[config.mk]
export PLATFORM = sky130hd
export DESIGN_NAME = fan_pwm_gen
export DESIGN_NICKNAME = d
export VERILOG_FILES = /design/src/rtl/fpwm_pkg.sv /design/src/rtl/fpwm_prescale.sv /design/src/rtl/fpwm_window.sv /design/src/rtl/fan_pwm_gen.sv
export SDC_FILE = /design/constraint.sdc
export NUM_CORES = 1
export LEC_CHECK = 0
export BUFFER_PORTS_ARGS = -buffer_cell sky130_fd_sc_hd__buf_2
export CAP_MARGIN = 20
export CORE_MARGIN = 2
export CORE_UTILIZATION = 45
export DETAILED_ROUTE_END_ITERATION = 10
export PLACE_DENSITY = 0.75
export SETUP_SLACK_MARGIN = 0.3
export SLEW_MARGIN = 15
export SYNTH_ARGS = -nofsm -noshare
export SYNTH_HDL_FRONTEND = slang
export SYNTH_HIERARCHICAL = 1
export SYNTH_SLANG_ARGS = --single-unit
[constraint.sdc]
create_clock -name clk_i -period 6.23 [get_ports clk_i]
set_input_delay 0.623 -clock clk_i [delete_from_list [all_inputs] [get_ports clk_i]]
set_output_delay 0.623 -clock clk_i [all_outputs]
set_load 0.005 [all_outputs]
[src/rtl/fpwm_pkg.sv]
package fpwm_pkg;
  localparam int DIV_H_W = 4;
  localparam int DIV_L_W = 4;
  localparam int UNIT_W  = 8;
  localparam int DUTY_W  = 4 * UNIT_W;
  localparam int TYPE_W  = 2;

  typedef struct packed {
    logic [DIV_H_W-1:0] div_h;
    logic [DIV_L_W-1:0] div_l;
    logic [UNIT_W-1:0]  unit;
  } prof_t;
endpackage

[src/rtl/fpwm_prescale.sv]
module fpwm_prescale #(
  parameter int H_W = 4,
  parameter int L_W = 4
) (
  input  logic           clk_i,
  input  logic           rst_ni,
  input  logic           run_i,
  input  logic [H_W-1:0] div_h_i,
  input  logic [L_W-1:0] div_l_i,
  output logic           tick_o
);
  localparam int CNT_W = (1 << H_W) + L_W + 1;

  logic [CNT_W-1:0] base, div, pre_q;

  always_comb begin
    if (div_l_i == '0) base = CNT_W'(1);
    else               base = CNT_W'({div_l_i, 1'b0});
    div = base << div_h_i;
  end

  // >= keeps the count bounded if the divisor shrinks mid-count
  assign tick_o = run_i && (pre_q >= div - CNT_W'(1));

  always_ff @(posedge clk_i or negedge rst_ni) begin
    if (!rst_ni)                pre_q <= '0;
    else if (!run_i || tick_o)  pre_q <= '0;
    else                        pre_q <= pre_q + CNT_W'(1);
  end
endmodule

[src/rtl/fpwm_window.sv]
module fpwm_window #(
  parameter int U_W = 8
) (
  input  logic           clk_i,
  input  logic           rst_ni,
  input  logic           run_i,
  input  logic           tick_i,
  input  logic [U_W-1:0] unit_i,
  input  logic [U_W-1:0] rise_i,
  input  logic [U_W-1:0] fall_i,
  output logic [U_W-1:0] cnt_o,
  output logic [U_W-1:0] unit_o,
  output logic [U_W-1:0] fall_o,
  output logic           level_o
);
  logic [U_W-1:0] cnt_q, unit_q, rise_q, fall_q;
  logic           wrap;

  assign wrap = tick_i && (cnt_q >= unit_q);

  always_ff @(posedge clk_i or negedge rst_ni) begin
    if (!rst_ni) begin
      cnt_q  <= '0;
      unit_q <= '0;
      rise_q <= '0;
      fall_q <= '0;
    end else if (!run_i || wrap) begin
      cnt_q  <= '0;
      unit_q <= unit_i;
      rise_q <= rise_i;
      fall_q <= fall_i;
    end else if (tick_i) begin
      cnt_q  <= cnt_q + U_W'(1);
    end
  end

  always_comb begin
    if (fall_q == '0)         level_o = 1'b1;
    else if (rise_q < fall_q) level_o = (cnt_q >= rise_q) && (cnt_q < fall_q);
    else if (rise_q > fall_q) level_o = (cnt_q >= rise_q) || (cnt_q < fall_q);
    else                      level_o = 1'b0;
  end

  assign cnt_o  = cnt_q;
  assign unit_o = unit_q;
  assign fall_o = fall_q;
endmodule

[src/rtl/fan_pwm_gen.sv]
module fan_pwm_gen
  import fpwm_pkg::*;
#(
  parameter int NUM_PROF = 3,
  parameter int SLOT     = 0,
  parameter int H_W      = DIV_H_W,
  parameter int L_W      = DIV_L_W,
  parameter int U_W      = UNIT_W
) (
  input  logic                         clk_i,
  input  logic                         rst_ni,
  input  logic                         en_i,
  input  logic                         type_lo_i,
  input  logic                         type_hi_i,
  input  logic [NUM_PROF-1:0][H_W-1:0] prof_div_h_i,
  input  logic [NUM_PROF-1:0][L_W-1:0] prof_div_l_i,
  input  logic [NUM_PROF-1:0][U_W-1:0] prof_unit_i,
  input  logic [4*U_W-1:0]             duty_word_i,
  output logic                         pwm_o
);
  localparam int HALF_W = 2 * U_W;

  logic [TYPE_W-1:0] code, sel;
  logic [H_W-1:0]    div_h;
  logic [L_W-1:0]    div_l;
  logic [U_W-1:0]    unit_sel, rise_w, fall_w;
  logic [U_W-1:0]    cnt, unit_act, fall_act;
  logic              en_q, tick, level;

  assign code = {type_hi_i, type_lo_i};
  assign sel  = (32'(code) < 32'(NUM_PROF)) ? code : '0;

  assign div_h    = prof_div_h_i[sel];
  assign div_l    = prof_div_l_i[sel];
  assign unit_sel = prof_unit_i[sel];

  generate
    if (SLOT == 0) begin : g_slot_lo
      assign rise_w = duty_word_i[U_W-1:0];
      assign fall_w = duty_word_i[HALF_W-1:U_W];
      logic unused_half;
      assign unused_half = ^duty_word_i[4*U_W-1:HALF_W];
    end else begin : g_slot_hi
      assign rise_w = duty_word_i[HALF_W+U_W-1:HALF_W];
      assign fall_w = duty_word_i[4*U_W-1:HALF_W+U_W];
      logic unused_half;
      assign unused_half = ^duty_word_i[HALF_W-1:0];
    end
  endgenerate

  always_ff @(posedge clk_i or negedge rst_ni) begin
    if (!rst_ni) en_q <= 1'b0;
    else         en_q <= en_i;
  end

  fpwm_prescale #(.H_W(H_W), .L_W(L_W)) u_pre (
    .clk_i   (clk_i),
    .rst_ni  (rst_ni),
    .run_i   (en_q),
    .div_h_i (div_h),
    .div_l_i (div_l),
    .tick_o  (tick)
  );

  fpwm_window #(.U_W(U_W)) u_win (
    .clk_i   (clk_i),
    .rst_ni  (rst_ni),
    .run_i   (en_q),
    .tick_i  (tick),
    .unit_i  (unit_sel),
    .rise_i  (rise_w),
    .fall_i  (fall_w),
    .cnt_o   (cnt),
    .unit_o  (unit_act),
    .fall_o  (fall_act),
    .level_o (level)
  );

  assign pwm_o = en_q & level;
endmodule

; ---- After elaboration in Yosys (flattened, before gate mapping)
; Cells that the tools add are included.
[word_totals]
inputBits = 85
reg_bits = 54
out_inout_bits = 1
[op_classes]
add_sub_neg = 3
shifts = 1
order_cmp = 8
reduce_logical = 10
bitwise_logic = 1
n_mux = 14
[op_table]
columns = cell, count
row1 = 8-bit two-way mux, 3
row2 = 21-bit by 1-bit adder with 21-bit output (second input constant), 1
row3 = 21-bit greater-or-equal comparator, 1
row4 = 21-bit two-way mux, 1
row5 = 5-bit by 4-bit << shifter with 21-bit output, 1
row6 = 21-bit by 1-bit subtractor with 21-bit output (second input constant), 1
row7 = 4-bit binary-select mux with 2-bit select, 2
row8 = 8-bit binary-select mux with 2-bit select, 1
row9 = 8-bit greater-or-equal comparator, 2
row10 = 8-bit < comparator, 2
row11 = 8-bit by 1-bit adder with 8-bit output (second input constant), 1
row12 = 8-bit greater-than comparator, 1
row13 = 8-bit logical NOT, 1
row14 = 4-bit two-way mux, 2
row15 = 5-bit two-way mux, 1
row16 = 4-bit logical NOT, 1
row17 = 1-bit logical AND, 3
row18 = 1-bit logical OR, 3
row19 = 2-bit by 3-bit < comparator with 1-bit output (second input constant), 1
row20 = 1-bit two-way mux, 3
row21 = 2-bit < comparator (second input constant), 1
row22 = 2-bit two-way mux, 1
row23 = 2-bit nonzero test, 1
row24 = 1-bit bitwise AND, 1
row25 = 1-bit logical NOT, 1

; ---- Longest topological paths before layout
[depth]
word_depth = 13
depth_mapped = 28
depth_no_buf = 22

; ---- Modules after synthesis
; The synthesis kept the hierarchy.
[by_module_without_submodules]
columns = mod, n_inst, cells_each, seq_area_each_um2, area_each_um2
row1 = fpwm_prescale, 1, 305, 525.5, 2443.6
row2 = fpwm_window, 1, 191, 800.8, 2147.1
row3 = fan_pwm_gen, 1, 56, 25.0, 598.1

; ---- Worst setup path before layout
; Ideal clock, no wire load.
[synth_timing]
path_type = input to register
start = input port type_lo_i
end = register u_win.rise_q[5]
t_required_ns = 6.105
arrival_ns = 5.482
slack_ns = 0.623
cell_stages = 24
path_cell_list = buf_4 > buf_4 > mux2i_1 > buf_6 > mux4_2 > and3_1 > a21o_1 > or3_1 > or3_1 > buf_2 > or3_1 > o311ai_1 > ha_1 > nand4_1 > nor4_1 > a211oi_1 > o21ai_0 > o31ai_1 > a21boi_0 > nor2b_1 > buf_2 > nor2_8 > buf_8 > mux2_4
[synth_between]
word_cells_on_any_way = 14
[synth_lines]
columns = item, line_no
row1 = from (decl), fan_pwm_gen.sv:13  ; input logic type_lo_i,
row2 = 2-bit < comparator, fan_pwm_gen.sv:31  ; assign sel = (32'(code) < 32'(NUM_PROF)) ? code : '0;
row3 = 2-bit two-way mux (*), fan_pwm_gen.sv:31
row4 = 4-bit binary-select mux with 2-bit select (*), fan_pwm_gen.sv:33  ; assign div_h = prof_div_h_i[sel];
row5 = 4-bit two-way mux (not written as such) (*), fan_pwm_gen.sv:33
row6 = via div_h[0], fan_pwm_gen.sv:24  ; logic [H_W-1:0] div_h;
row7 = 5-bit by 4-bit << shifter with 21-bit output (*), fpwm_prescale.sv:19  ; div = base << div_h_i;
row8 = 21-bit by 1-bit subtractor with 21-bit output (*), fpwm_prescale.sv:23  ; assign tick_o = run_i && (pre_q >= div - CNT_W'(1));
row9 = 21-bit greater-or-equal comparator (*), fpwm_prescale.sv:23
row10 = 1-bit logical AND (*), fpwm_prescale.sv:23
row11 = via tick, fan_pwm_gen.sv:28  ; logic en_q, tick, level;
row12 = 1-bit logical AND (*), fpwm_window.sv:19  ; assign wrap = tick_i && (cnt_q >= unit_q);
row13 = 1-bit logical OR (*), fpwm_window.sv:27  ; end else if (!run_i || wrap) begin
row14 = to (signal assigned), fpwm_window.sv:30  ; rise_q <= rise_i;
row15 = to (decl), fpwm_window.sv:16  ; logic [U_W-1:0] cnt_q, unit_q, rise_q, fall_q;
; Mark *: on every way through the listed nets, which the timed path passes. The rest lies on a longest branch. The select of a mux whose other input is x is not followed.
; A chain may end at the register's enable or synchronous reset.

; ---- Worst setup path in the final report
[layout_timing]
start = input port type_hi_i
end = register u_win.rise_q[5]
[layout_between]
elab_chain_cells = 12
word_cells_on_any_way = 14
[layout_rtl]
columns = item, line_no
row1 = from (decl), fan_pwm_gen.sv:14  ; input logic type_hi_i,
row2 = 2-bit < comparator, fan_pwm_gen.sv:31
row3 = 2-bit two-way mux (*), fan_pwm_gen.sv:31
row4 = 4-bit binary-select mux with 2-bit select (*), fan_pwm_gen.sv:34  ; assign div_l = prof_div_l_i[sel];
row5 = 4-bit two-way mux (not written as such) (*), fan_pwm_gen.sv:34
row6 = via div_l[3], fan_pwm_gen.sv:25  ; logic [L_W-1:0] div_l;
row7 = 4-bit logical NOT, fpwm_prescale.sv:17  ; if (div_l_i == '0) base = CNT_W'(1);
row8 = 5-bit two-way mux (*), fpwm_prescale.sv:17
row9 = 5-bit by 4-bit << shifter with 21-bit output (*), fpwm_prescale.sv:19
row10 = 21-bit by 1-bit subtractor with 21-bit output (*), fpwm_prescale.sv:23
row11 = 21-bit greater-or-equal comparator (*), fpwm_prescale.sv:23
row12 = 1-bit logical AND (*), fpwm_prescale.sv:23
row13 = via tick, fan_pwm_gen.sv:28
row14 = 1-bit logical AND (*), fpwm_window.sv:19
row15 = 1-bit logical OR (*), fpwm_window.sv:27
; Marks and branches as above.

==> results.toml <==
[drt]
vias_per_cell = 5.620
drt_first_pass_iters = 4
route.detailed.drc = 0
final_routed_wirelength_um = 12040
routed_length_per_instance_um = 15.45
drt_iter0_markers = 179
vias_post_dr = 4378
ant_nets = 0

[finish]
nFillCells = 1011
seq_area_sq_mm = 0.001351
drive_above_1_share = 0.2421
final-instance-count-excl-fill = 779
number_of_nets_at_the_end_of_the_flow = 775
num_antenna_cells = 0
multi_input_combinational_cell_area_sq_mm = 0.003542
area_growth_syn_to_layout_pct = 15.75

[clock_network]
tritoncts_clock_tree = "yes"
clock-root-buffer = "sky130_fd_sc_hd__clkbuf_16"
cts_num_sinks = 54
cts_buffer_count = 5
clk_pin_slew_worst_paths_ns = 0.07
cts.htree.levels = 2
worst_skew_pair.late_latency_ns = 0.30
cts_buffer_depth = 2

[yosys]
ys_async_sr_fraction = 1.000
netlist_area_sq_mm = 0.005189
synth_cell_types = 76
seq_area_frac_synth = 0.2604
synthCells = 552
ys_ff_latch = 54
synth_top_cell_area_share = 0.2604
syn-mean-instance-area_sq_um = 9.400
synth.largest_area_cell = "sky130_fd_sc_hd__dfrtp_1"
synth_enable_flop_cells = 0
synth.net_count = 692
yosys-top-cells-area = "sky130_fd_sc_hd__dfrtp_1 (26%), sky130_fd_sc_hd__ha_1 (13%), sky130_fd_sc_hd__mux2i_1 (10%), sky130_fd_sc_hd__mux2_4 (4.6%), sky130_fd_sc_hd__nor2_1 (3.6%)"
synth-main-ff-cell = "sky130_fd_sc_hd__dfrtp_1"
synth_warnings = 6

[timing]
final.setup_skew_ns = 0.009830
max_slew_margin = 0.5488
tns_ns = 0
final-max-slew-violation-count = 0
report.final.setup_viol = 0
min_period_ns = 5.720
actual_slew_at_the_worst_max_slew_pin_ns = 0.6767
fmax_mhz = 174.8
rsz_0062_raised_after_global_routing = "no"
final-hold-violation-count = 0
layout_worst_path_cycle_share = 0.9182

[setup_path]
ff2ff_path_depth = 12
critical_path.endpoint_type = "flop"
critical_path_peak_fanout = 17
critical_path_required_ns = 6.41
startpoint_type = "primary input"
cp.arrival_ns = 5.90
worstSetupPathType = "primary input to flop"

[placed_design]
dp_hpwl_um = 9371
port_buffers = 69
gp_congestion = 0.9303
numPlacedInstances = 770

[global_route]
largest_net_degree_at_the_start_of_global_routing = 55
grt_usage = 0.1954
grt_overflow_total = 0
first_global_vias = 4333
antenna_found_initial = 0
grt_pass1_wl_um = 20510

[min_path]
timing.hold.worst_path_depth = 1
hold_class = "primary input to flop"

[pwr]
p_per_area_mw_per_mm2 = 214.1
cellLeakagePower_nw = 3.047
design_power_total_mw = 1.286
vdd.ir_drop.worst_v = 0.0001449

[floorplanning]
dieArea_sq_mm = 0.01241
die-height_um = 111.4
design.portCount = 86
placeableCoreArea_sq_mm = 0.01132
floorplan.initialDensity = 0.4583
placementRows = 39
die-width_um = 111.4

[job]
max-cap-violations = 0

[status]
result_of_the_run = "finished clean"
==> routing by layer <==
layer / GRT usage / vias to the layer above / share of wire
met5: 0 / - / 0
met4: 0.06173 / 0 / 0.017
met3: 0.02940 / 20 / 0.042
met2: 0.3126 / 108 / 0.46
met1: 0.2741 / 2070 / 0.48
li1: - / 2180 / -
==> cell families (layout without fill, tap and decap cells) <==
logic type               count (synthesis)  count (layout)  share of synthesized area
multiplexers                            80              80                     0.1770
buffers and inverters                   56             140                    0.05956
XOR/XNOR                                33              33                    0.05570
AND/OR/NAND/NOR                        175             175                     0.1780
adder cells (fa/ha/maj)                 55              55                     0.1326
AO/OA/AOI/OAI                           99              99                     0.1367
flip-flops                              54              54                     0.2604
==> cells in the mapped netlist (all sizes together) (3+ instances only) <==
library cell,instances
nand4,12
ha,55
nor2,51
and2,4
a21oi,22
o22ai,4
a21boi,3
a211oi,5
a31oi,3
o311ai,3
xor2,19
nor3b,4
mux2,26
nand3,19
nor3,7
dfrtp,54
o211ai,4
o21a,3
a21o,10
clkbuf,11
and3,10
xnor2,14
o21ai,16
nor4,4
nand2b,9
nor2b,8
inv,29
mux2i,52
buf,16
nand2,31
or3,4
==> where the power goes <==
| part | internal, mW | total (mW) | switching, mW |
|---|---|---|---|
| Combinational | 0.240 | 0.502 | 0.262 |
| Sequential | 0.382 | 0.413 | 0.0302 |
| Clock | 0.241 | 0.371 | 0.130 |
| Total | 0.864 | 1.29 | 0.421 |
==> what timing repair did <==
item	in CTS	in global routing
setup endpoints to repair	0	49
buffers inserted	0	1
hold buffers	0	0
resized for setup	0	4
==> layout by cell type (no fill, tap or decap), types with 10 or more instances in the layout <==
cell	synthesis	routed
sky130_fd_sc_hd__buf_2	6	69
sky130_fd_sc_hd__ha_1	55	55
sky130_fd_sc_hd__dfrtp_1	54	54
sky130_fd_sc_hd__mux2i_1	52	50
sky130_fd_sc_hd__nor2_1	50	50
sky130_fd_sc_hd__buf_4	2	32
sky130_fd_sc_hd__nand2_1	31	31
sky130_fd_sc_hd__inv_1	29	29
sky130_fd_sc_hd__a21oi_1	20	20
sky130_fd_sc_hd__nand3_1	19	19
sky130_fd_sc_hd__xor2_1	19	19
sky130_fd_sc_hd__mux2_4	16	16
sky130_fd_sc_hd__o21ai_0	14	14
sky130_fd_sc_hd__xnor2_1	14	14
sky130_fd_sc_hd__nand4_1	12	12
sky130_fd_sc_hd__mux2_2	10	10
sky130_fd_sc_hd__and3_1	10	10
sky130_fd_sc_hd__a21o_1	10	10
==> critical path, stage by stage <==
cell and delay (ns):
sky130_fd_sc_hd__buf_2 0.22, sky130_fd_sc_hd__buf_4 0.23, sky130_fd_sc_hd__mux2i_1 0.21, sky130_fd_sc_hd__mux2i_1 0.14, sky130_fd_sc_hd__mux4_2 0.50, sky130_fd_sc_hd__and3_1 0.20
sky130_fd_sc_hd__a21o_1 0.21, sky130_fd_sc_hd__or3_1 0.36, sky130_fd_sc_hd__or3_4 0.44, sky130_fd_sc_hd__or3_1 0.39, sky130_fd_sc_hd__o311ai_1 0.13, sky130_fd_sc_hd__ha_1 0.34
sky130_fd_sc_hd__nand4_1 0.11, sky130_fd_sc_hd__nor4_1 0.05, sky130_fd_sc_hd__a211oi_1 0.22, sky130_fd_sc_hd__o21ai_0 0.12, sky130_fd_sc_hd__o31ai_1 0.35, sky130_fd_sc_hd__a21boi_0 0.19
sky130_fd_sc_hd__nor2b_1 0.14, sky130_fd_sc_hd__buf_4 0.18, sky130_fd_sc_hd__nor2_8 0.08, sky130_fd_sc_hd__buf_12 0.17, sky130_fd_sc_hd__mux2_4 0.30
==> stage by stage <==
stage                 util  worst slack [ns]  hold slack (ns)  area (sq um)
finish              0.5305            0.5096           0.4258          6006
global placement    0.5111            0.3570           0.4992          5786
floorplan                -            0.6225           0.3274          5189
CTS                 0.5286            0.4790           0.4237          5984
detailed placement  0.5111            0.2136           0.4943          5786
global route        0.5305            0.2968           0.4278          6006
==> state kept, by name (all words and copies together), names as in the netlist <==
register	flops
u_win/rise_q	8
u_win/unit_o	8
u_win/cnt_o	8
en_q	1
u_pre/pre_q	21
u_win/fall_o	8
==> final cells by class <==
cell class                      instances  share of cell area
Multi-Input combinational cell        442              0.5898
Sequential cell                        54              0.2250
Timing Repair Buffer                  103              0.1042
Tap cell                              143             0.02979
Clock buffer                            6             0.02312
Inverter                               29             0.01812
Clock inverter                          2             0.01000
==> final timing paths <==
| check | end | start | slack (ns) |
|---|---|---|---|
| worst max register to register | u_win/rise_q[7] | u_pre/pre_q[1] | 3.16 |
| worst min register to register | u_win/fall_o[5] | u_win/fall_o[5] | 0.51 |
| max in group asynchronous | u_pre/pre_q[6] | rst_ni | 5.34 |
| worst min-delay path | en_q | en_i | 0.43 |
| worst max-delay path | u_win/rise_q[5] | type_hi_i | 0.51 |
| min in group asynchronous | u_win/rise_q[6] | rst_ni | 0.45 |
Note: power is estimated with default switching activity, not from simulation.
